==> src/rtl/hvb_pkg.sv <==
package hvb_pkg;
   typedef enum logic [1:0] {
      FMT_LEVEL  = 2'b00,
      FMT_TOGGLE = 2'b01,
      FMT_CHORD  = 2'b10,
      FMT_MUP    = 2'b11
   } hvb_fmt_e;

   typedef enum logic [1:0] {
      ST_IDLE,
      ST_PEND,
      ST_HOLD,
      ST_CHORD
   } hvb_st_e;

   localparam int PIN_UP   = 0;
   localparam int PIN_DN   = 1;
   localparam int PIN_MUTE = 2;
   localparam int NUM_PINS = 3;
endpackage

==> src/rtl/hvb_debounce.sv <==
module hvb_debounce #(
   parameter int CNT_W = 8
) (
   input  logic             clk,
   input  logic             rst_n,
   input  logic             pin_n,
   input  logic [CNT_W-1:0] limit,
   output logic             held,
   output logic             press
);
   logic             sync1, sync2, held_d;
   logic [CNT_W-1:0] cnt;
   logic             lvl;

   assign lvl = ~sync2;

   always_ff @(posedge clk or negedge rst_n) begin
      if (!rst_n) begin
         sync1  <= 1'b1;
         sync2  <= 1'b1;
         cnt    <= '0;
         held   <= 1'b0;
         held_d <= 1'b0;
      end else begin
         sync1  <= pin_n;
         sync2  <= sync1;
         held_d <= held;
         if (lvl != held) begin
            if (({1'b0, cnt} + 1'b1) >= {1'b0, limit}) begin
               held <= lvl;
               cnt  <= '0;
            end else begin
               cnt <= cnt + 1'b1;
            end
         end else begin
            cnt <= '0;
         end
      end
   end

   assign press = held & ~held_d;
endmodule

==> src/rtl/hvb_stepper.sv <==
module hvb_stepper
   import hvb_pkg::*;
#(
   parameter int WIN     = 8,
   parameter int REP_DLY = 40,
   parameter int REP_IVL = 10,
   parameter int TW      = 8
) (
   input  logic clk,
   input  logic rst_n,
   input  logic en,
   input  logic clr,
   input  logic chord_en,
   input  logic up_held,
   input  logic up_press,
   input  logic dn_held,
   input  logic dn_press,
   output logic step_up,
   output logic step_dn,
   output logic chord
);
   localparam logic [TW-1:0] WIN_M1 = TW'(WIN - 1);
   localparam logic [TW-1:0] DLY_M1 = TW'(REP_DLY - 1);
   localparam logic [TW-1:0] IVL_M1 = TW'(REP_IVL - 1);

   hvb_st_e       st_q, st_d;
   logic          dir_q, dir_d;
   logic          first_q, first_d;
   logic [TW-1:0] tmr_q, tmr_d;
   logic          fire, own_held, other_press;

   assign own_held    = dir_q ? up_held  : dn_held;
   assign other_press = dir_q ? dn_press : up_press;

   always_comb begin
      st_d    = st_q;
      dir_d   = dir_q;
      first_d = first_q;
      tmr_d   = tmr_q;
      fire    = 1'b0;
      chord   = 1'b0;
      if (!en || clr) begin
         st_d = ST_IDLE;
      end else begin
         case (st_q)
            ST_IDLE: begin
               if (chord_en && up_press && dn_press) begin
                  chord = 1'b1;
                  st_d  = ST_CHORD;
               end else if (up_press || dn_press) begin
                  st_d  = ST_PEND;
                  dir_d = up_press;
                  tmr_d = '0;
               end
            end
            ST_PEND: begin
               if (chord_en && other_press) begin
                  chord = 1'b1;
                  st_d  = ST_CHORD;
               end else if (!own_held) begin
                  fire = 1'b1;
                  st_d = ST_IDLE;
               end else if (tmr_q == WIN_M1) begin
                  fire    = 1'b1;
                  st_d    = ST_HOLD;
                  tmr_d   = '0;
                  first_d = 1'b1;
               end else begin
                  tmr_d = tmr_q + 1'b1;
               end
            end
            ST_HOLD: begin
               if (!own_held) begin
                  st_d = ST_IDLE;
               end else if (tmr_q == (first_q ? DLY_M1 : IVL_M1)) begin
                  fire    = 1'b1;
                  tmr_d   = '0;
                  first_d = 1'b0;
               end else begin
                  tmr_d = tmr_q + 1'b1;
               end
            end
            default: begin
               if (!up_held && !dn_held) st_d = ST_IDLE;
            end
         endcase
      end
   end

   assign step_up = fire & dir_q;
   assign step_dn = fire & ~dir_q;

   always_ff @(posedge clk or negedge rst_n) begin
      if (!rst_n) begin
         st_q    <= ST_IDLE;
         dir_q   <= 1'b0;
         first_q <= 1'b0;
         tmr_q   <= '0;
      end else begin
         st_q    <= st_d;
         dir_q   <= dir_d;
         first_q <= first_d;
         tmr_q   <= tmr_d;
      end
   end
endmodule

==> src/rtl/hvb_ctrl.sv <==
module hvb_ctrl
   import hvb_pkg::*;
#(
   parameter int VOL_W     = 6,
   parameter int VOL_RESET = 32,
   parameter int DBW       = 8,
   parameter int WIN_TICKS = 8,
   parameter int REP_DLY   = 40,
   parameter int REP_IVL   = 10
) (
   input  logic             clk,
   input  logic             rst_n,
   input  logic             btn_up_n,
   input  logic             btn_dn_n,
   input  logic             btn_mute_n,
   input  logic [DBW-1:0]   dbnc_ticks,
   input  logic             cfg_we,
   input  logic [2:0]       cfg_wdata,
   output logic [VOL_W-1:0] vol_o,
   output logic             mute_o
);
   localparam int TMAX = (REP_DLY > WIN_TICKS) ?
                         ((REP_DLY > REP_IVL) ? REP_DLY : REP_IVL) :
                         ((WIN_TICKS > REP_IVL) ? WIN_TICKS : REP_IVL);
   localparam int TW = $clog2(TMAX) + 1;
   localparam logic [VOL_W-1:0] VMAX = '1;

   if (VOL_W < 2 || VOL_W > 16) begin : g_bad_vol_w
      $error("hvb_ctrl: VOL_W out of range");
   end
   if (VOL_RESET < 0 || VOL_RESET > (2**VOL_W) - 1) begin : g_bad_vol_reset
      $error("hvb_ctrl: VOL_RESET outside volume range");
   end
   if (WIN_TICKS < 1 || REP_DLY < 1 || REP_IVL < 1) begin : g_bad_timing
      $error("hvb_ctrl: timing parameters must be positive");
   end

   logic [NUM_PINS-1:0] pins_n, held, press;
   assign pins_n = {btn_mute_n, btn_dn_n, btn_up_n};

   for (genvar g = 0; g < NUM_PINS; g++) begin : g_pin
      hvb_debounce #(.CNT_W(DBW)) u_dbnc (
         .clk   (clk),
         .rst_n (rst_n),
         .pin_n (pins_n[g]),
         .limit (dbnc_ticks),
         .held  (held[g]),
         .press (press[g])
      );
   end

   logic             en_q, mute_r;
   hvb_fmt_e         fmt_q;
   logic [VOL_W-1:0] vol_q;
   logic             mute_held, mute_press;
   logic             up_src_held, up_src_press;
   logic             step_up, step_dn, chord;

   assign mute_held    = held[PIN_MUTE];
   assign mute_press   = press[PIN_MUTE];
   assign up_src_held  = (fmt_q == FMT_MUP) ? held[PIN_MUTE]  : held[PIN_UP];
   assign up_src_press = (fmt_q == FMT_MUP) ? press[PIN_MUTE] : press[PIN_UP];

   hvb_stepper #(
      .WIN     (WIN_TICKS),
      .REP_DLY (REP_DLY),
      .REP_IVL (REP_IVL),
      .TW      (TW)
   ) u_step (
      .clk      (clk),
      .rst_n    (rst_n),
      .en       (en_q),
      .clr      (cfg_we),
      .chord_en (fmt_q[1]),
      .up_held  (up_src_held),
      .up_press (up_src_press),
      .dn_held  (held[PIN_DN]),
      .dn_press (press[PIN_DN]),
      .step_up  (step_up),
      .step_dn  (step_dn),
      .chord    (chord)
   );

   always_ff @(posedge clk or negedge rst_n) begin
      if (!rst_n) begin
         en_q   <= 1'b0;
         fmt_q  <= FMT_LEVEL;
         mute_r <= 1'b0;
      end else if (cfg_we) begin
         en_q  <= cfg_wdata[2];
         fmt_q <= hvb_fmt_e'(cfg_wdata[1:0]);
         if (hvb_fmt_e'(cfg_wdata[1:0]) != fmt_q) mute_r <= 1'b0;
      end else if (en_q) begin
         case (fmt_q)
            FMT_LEVEL:  mute_r <= mute_held;
            FMT_TOGGLE: begin
               if (up_src_press || press[PIN_DN]) mute_r <= 1'b0;
               else if (mute_press)               mute_r <= ~mute_r;
            end
            default: begin
               if (chord)                   mute_r <= 1'b1;
               else if (step_up || step_dn) mute_r <= 1'b0;
            end
         endcase
      end
   end

   always_ff @(posedge clk or negedge rst_n) begin
      if (!rst_n) begin
         vol_q <= VOL_W'(VOL_RESET);
      end else if (step_up && vol_q != VMAX) begin
         vol_q <= vol_q + 1'b1;
      end else if (step_dn && vol_q != '0) begin
         vol_q <= vol_q - 1'b1;
      end
   end

   assign vol_o  = vol_q;
   assign mute_o = mute_r;
endmodule

==> config.mk <==
export PLATFORM = sky130hd
export DESIGN_NAME = hvb_ctrl
export DESIGN_NICKNAME = d
export VERILOG_FILES = /design/src/rtl/hvb_pkg.sv /design/src/rtl/hvb_debounce.sv /design/src/rtl/hvb_stepper.sv /design/src/rtl/hvb_ctrl.sv
export SDC_FILE = /design/constraint.sdc
export NUM_CORES = 1
export LEC_CHECK = 0
export BUFFER_PORTS_ARGS = -buffer_cell sky130_fd_sc_hd__buf_4
export CORE_MARGIN = 2
export CORE_UTILIZATION = 45
export DETAILED_ROUTE_END_ITERATION = 16
export HOLD_SLACK_MARGIN = 0.12
export PLACE_DENSITY_LB_ADDON = 0.3
export REMOVE_ABC_BUFFERS = 1
export SYNTH_ARGS = -nofsm -noshare
export SYNTH_HDL_FRONTEND = slang
export SYNTH_SLANG_ARGS = --single-unit
==> constraint.sdc <==
create_clock -name clk -period 3.14 [get_ports clk]
set_input_delay 0.471 -clock clk [delete_from_list [all_inputs] [get_ports clk]]
set_output_delay 0.471 -clock clk [all_outputs]
set_load 0.01 [all_outputs]
# After elaboration in Yosys (flattened, before gate mapping)
# Cells that the tools add are included.
# word_totals
regBits,57
input_bits,17
output_inout_bits,7
word_cells,157
# classes
n_addsub,9
mux,55
n_reduce_logical,29
order_cmp,3
n_eq_ne,23
bitwise,15
# op_table
op,n
$mux 7,7
$mux 8,6
$add 8x1->9 const B,3
$ge 9x8->1,3
$mux 1,25
$add 8x1->8 const B,3
$pmux 7 s3,1
$mux 6,3
$mux 2,8
$reduce_and 7->1,2
$reduce_and 4->1,3
$ne 2x1->1 const B,5
$not 1->1,10
$reduce_bool 5->1,2
$pmux 1 s2,4
$add 7x1->7 const B,1
$eq 7x3->1 const B,1
$eq 7x7->1,1
$add 6x1->6 const B,1
$logic_and 1x1->1,6
$ne 2x2->1 const B,3
$ne 6x6->1 const B,1
$pmux 2 s3,1
$reduce_and 2->1,3
16 further kinds,31

# Longest topological paths before layout
# depth
word_depth,15
depth_mapped,13
mapped_depth_nobuf,12

# Cells and area by module
# Synthesis repeated with hierarchy kept, for this count alone.
# hier_totals
cells_unflattened,368
hier_area_um2,3713.6
# modules_own_cells
module,seq_area_each_um2,instances,cells_per_inst,area_each_um2
hvb_debounce,302.8,3,66,705.7
hvb_stepper,275.3,1,106,912.1
hvb_ctrl,251.5,1,64,684.4

# Worst setup path after synthesis
# OpenSTA, ideal clock, no wires.
# synth_timing
path_type,register to register
from,register fmt_q[0]
to,register vol_q[4] (netlist: vol_o[4])
path_slack_ns,0.470
required_ns,3.012
stages_incl_launch_ff,12
n_path_buf,1
synth_period_minus_slack_ns,2.670
arrival_time_ns,2.542
setup_time_ns,0.128
cell_sequence,dfrtp_1 -> buf_6 -> and4b_4 -> a211oi_4 -> o221ai_1 -> a21oi_2 -> nand2b_1 -> fa_1 -> a21o_1 -> a21oi_1 -> xnor2_1 -> mux2_1
# synth_between
elab_chain_len,10
elab_cells_between_ends,17
classes_between,1 x eq/ne; 10 x mux; 2 x bitwise; 4 x reduce/logical
# synth_rtl
item,line,source
from (decl),hvb_ctrl.sv:53,hvb_fmt_e fmt_q;
from (signal assigned),hvb_ctrl.sv:91,fmt_q <= hvb_fmt_e'(cfg_wdata[1:0]);
$eq 2x2->1 *,"hvb_ctrl.sv:61, hvb_ctrl.sv:62",
$mux 1 (on tied branches),"hvb_ctrl.sv:61, hvb_ctrl.sv:62",
$mux 1 (on tied branches),"hvb_stepper.sv:32, hvb_stepper.sv:33",
$mux 1 / $logic_and 1x1->1 (equally long branches),"hvb_stepper.sv:60, hvb_stepper.sv:57",
$mux 1,hvb_stepper.sv:57,if (chord_en && other_press) begin
$pmux 1 s2 *,hvb_stepper.sv:45,case (st_q)
$mux 1 *,hvb_stepper.sv:42,if (!en || clr) begin
$and 1x1->1 (on tied branches),"hvb_stepper.sv:90, hvb_stepper.sv:91",
$logic_and 1x1->1 (on tied branches),"hvb_ctrl.sv:111, hvb_ctrl.sv:113",
$mux 6 / $reduce_bool 2->1 (equally long branches),n/a,
to (signal assigned),hvb_ctrl.sv:110,vol_q <= VOL_W'(VOL_RESET);
to (signal assigned),hvb_ctrl.sv:112,vol_q <= vol_q + 1'b1;
to (signal assigned),hvb_ctrl.sv:114,vol_q <= vol_q - 1'b1;
to (decl),hvb_ctrl.sv:54,logic [VOL_W-1:0] vol_q;
# Mark *: on every way between the ends. The rest lies on a longest branch, timed or not.
# A chain may end at the register's enable or synchronous reset.

# Final worst setup path
# layout_timing
from,register g_pin[1].u_dbnc.held
to,register vol_q[5] (netlist: vol_o[5])
# layout_between
elab_chain_len,9
elab_cells_between_ends,15
classes_between,8 x mux; 3 x bitwise; 4 x reduce/logical
# layout_rtl
item,line,source
from (decl),hvb_debounce.sv:8,"output logic held,"
from (signal assigned),hvb_debounce.sv:30,held <= lvl;
$and 1x1->1,hvb_debounce.sv:41,assign press = held & ~held_d;
$mux 1,hvb_stepper.sv:33,assign other_press = dir_q ? dn_press : up_press;
$logic_and 1x1->1,hvb_stepper.sv:57,
$mux 1,hvb_stepper.sv:57,
$pmux 1 s2 *,hvb_stepper.sv:45,
$mux 1 *,hvb_stepper.sv:42,
$and 1x1->1 (on tied branches),"hvb_stepper.sv:90, hvb_stepper.sv:91",
$logic_and 1x1->1 (on tied branches),"hvb_ctrl.sv:111, hvb_ctrl.sv:113",
$mux 6 / $reduce_bool 2->1 (equally long branches),n/a,
# Marks and branches as above.

==> metrics.txt <==
status complete, no violations; PwrDens 591 mW/mm2; Final setup viols 0; total track usage 18.3%; dominant synthesized flop cell dfrtp_1; post-synthesis cell area 0.00365 mm2; Max-Slew Margin vs Limit 51.6%; Clock Root Buffer clkbuf_8; max-cap violation count 0; Layout Nets 459; Worst R2R Path Depth 12; DRC 0; Post-synth EDFFs 0; main combinational cell family by area after synthesis simple AND/OR/NAND/NOR gates; Sw Share 35.3%; overall routed net length 7430 um; post-synthesis register bit count 57; fin crit period 2.86 ns; mux contribution to synthesized area 2.06%; Post-Synth Simple-Gate Area 19.2%; synth top area cells dfrtp_1 34%, ha_1 12%, dfstp_2 5.0%; clk sinks 57; post-synthesis async set-or-reset flop share 100%; Arrival @ worst endpoint 3.13 ns; Horiz. Die Dim 94.0 um; WL per Instance 14.5 um; TritonCTS clock tree done; Detail Placement HPWL 5390 um; r2r startpoint g_pin[1].u_dbnc.held; end of the worst register-to-register path vol_o[5]; post-synth top area share 34.3%; Clk pwr share 29.2%; peak supply drop 0.000268 V; # rows 32; Clock transition at path regs 0.07 ns; Initial Utilization 46.7%; CP endpoint kind flop; H-tree depth 3; Post-DP Area 0.00392 mm2; r2r setup slk 0.28 ns; Buffers on Ports 23; pre-CTS WS 0.182 ns; Crit Path Class reg2reg; first-pass GRT wire length 12600 um; post-route antenna net violation count 0; YS warnings 0; CP Launch Type flop; register share of total power 39.3%; post-synthesis xor/xnor area fraction 6.48%; Sw Pwr 0.000865 W; final period utilization 91.0%; highest clock rate 350 MHz; Pint 0.00159 W; initial antenna violation count 0; Core Region 0.00781 mm2; Placer Congestion 0.834; Die Y 94.0 um; Slew @ Worst Pin 0.726 ns; TritonCTS Buffers 9; placed cells 496; Setup WS post-layout 0.284 ns; Vias per Instance 5.52; Max Transition Viols Final 0; pin count of the biggest net entering global routing 58; vias in the first global route 2777; share of cells above drive strength 1 16.3%; DIE AREA 0.00884 mm2; area leader, netlist dfrtp_1; WP data required 3.41 ns; setup bufs post-CTS 0; LEAKAGE 1.97 nW; Gate Count Post-Synth 376; synth unique cells 65; GRT overflow 0; WHS 0.188 ns; worst skew pair latency 0.34 ns; Compound-Gate Fraction of Synth Area 16.4%; Hold Path Class in2async; # IOs 24; sequential fraction of the synthesis area 39.3%; combinational group share of total power 31.5%; Post-Synth Adder-Cell Area 12.9%; Vias 2825; maximum fanout along the worst path 6; Final Hold Viols 0; syn_area_per_cell 9.70 um2; fin cells 512; Initial DRC Count 129; First-pass DRT Iterations 4; Area Overhead vs Synth 13.8%; Max Root-Sink Buffers 2; clk_skew 0.0101 ns; setup TNS 0 ns; unrepaired setup endpoints after global routing false; n_diodes 0; final std cell area, no fill 0.00415 mm2
-- Yosys cell counts (2+ instances only) --
library cell	count
xnor2_1	15
nand3_1	14
a21oi_1	15
xor2_1	12
or2_2	3
nand2_1	32
inv_1	22
o211ai_1	7
nor2b_1	21
mux2_1	4
o211a_1	3
mux2i_1	3
o21ai_0	18
clkbuf_1	4
buf_6	2
nand2b_1	6
a31oi_1	4
and2_1	6
ha_1	36
dfrtp_1	50
o221ai_1	3
a21o_1	7
nand4_1	6
nor3_1	3
dfstp_2	7
o31ai_1	3
nor2_1	26
and3_1	3
a211oi_1	2
a2bb2oi_1	2
o21ai_1	3
-- power groups by stage --
stage | Sequential [W] | Clock [W] | Combinational, W
floorplan | 0.000948 | 0 | 0.000559
global placement | 0.000968 | 0 | 0.000738
detailed placement | 0.000974 | 0 | 0.000754
CTS | 0.000962 | 0.000727 | 0.000764
global route | 0.000983 | 0.000757 | 0.000864
finish | 0.000964 | 0.000716 | 0.000772
-- cells by family (layout without fill, tap and decap cells) --
| family | after synthesis | after routing |
|---|---|---|
| xor gates and xnor gates | 27 | 27 |
| and+or+nand+nor | 133 | 133 |
| muxes | 7 | 7 |
| adders and majority gates | 37 | 37 |
| AOI/OAI and AO/OA | 85 | 85 |
| DFF | 57 | 57 |
| buffers and inverters | 30 | 64 |
-- worst max-delay path by stage --
| stage | end | startpoint |
|---|---|---|
| 6_report | vol_o[5] | g_pin[1].u_dbnc.held |
| 5_1_grt | vol_o[5] | g_pin[2].u_dbnc.held |
| 4_1_cts | vol_o[5] | fmt_q[0] |
| 3_5_place_dp | vol_o[5] | fmt_q[0] |
| 3_3_place_gp | vol_o[5] | fmt_q[0] |
| 2_1_floorplan | vol_o[4] | fmt_q[1] |
-- stage by stage --
step	total power [W]	util [%]
after floorplan	0.00151	-
after global placement	0.00171	50.2
after detailed placement	0.00173	50.2
after CTS	0.00245	52.9
after global routing	0.00260	53.2
final	0.00245	53.2
-- layer usage --
metal,track usage [%],share of wire (%)
met3,3.13,3.9
met4,7.85,1.4
met5,0,0
met2,30.0,48
met1,23.9,47
-- layout by cell type, fill, tap and decap left out, drive strengths merged, types with 4 or more instances in the layout --
cell type,netlist,routed
dfrtp,50,50
ha,36,36
nand2,33,33
nor2,27,27
buf,4,26
inv,22,22
nor2b,21,21
o21ai,21,21
a21oi,16,16
xnor2,15,15
nand3,15,15
xor2,12,12
clkbuf,4,12
a21o,8,8
o211ai,7,7
dfstp,7,7
nand2b,7,7
nand4,6,6
and2,6,6
a31oi,5,5
mux2,4,4
nor3,4,4
o31ai,4,4
-- repair_timing --
item | in CTS | in global routing
endpoints found under the hold margin | 0 | 0
resized for setup | 0 | 5
hold buffers | 0 | 0
endpoints found under the setup margin | 0 | 1
-- state kept, by name, summed over array words and instances (netlist names), 3 cells and up --
signal and flops:
u_step.tmr_q 7, g_pin.u_dbnc.held 3, g_pin.u_dbnc.held_d 3, g_pin.u_dbnc.sync2 3
g_pin.u_dbnc.cnt 24, g_pin.u_dbnc.sync1 3, vol_o 6
-- layout make-up --
type / count / area [um2]
clock buffers: 12 / 155
clock inverters: 4 / 51.3
fillers: 726 / 3660
inverters: 22 / 82.6
multi-input cells: 289 / 2100
flip-flops and latches: 57 / 1440
well taps: 102 / 128
repair buffers: 26 / 195
-- critical path, stage by stage, from the launching register on --
cell	delay, ns
dfrtp_1	0.46
nor2b_1	0.43
o21ai_1	0.16
o221ai_1	0.31
a21oi_4	0.13
nand2b_2	0.15
ha_1	0.26
a211oi_1	0.22
o21bai_1	0.10
a21oi_1	0.18
xnor2_1	0.13
nand3_1	0.11
xnor2_1	0.15
No activity file was read; power rests on OpenSTA's default activity.
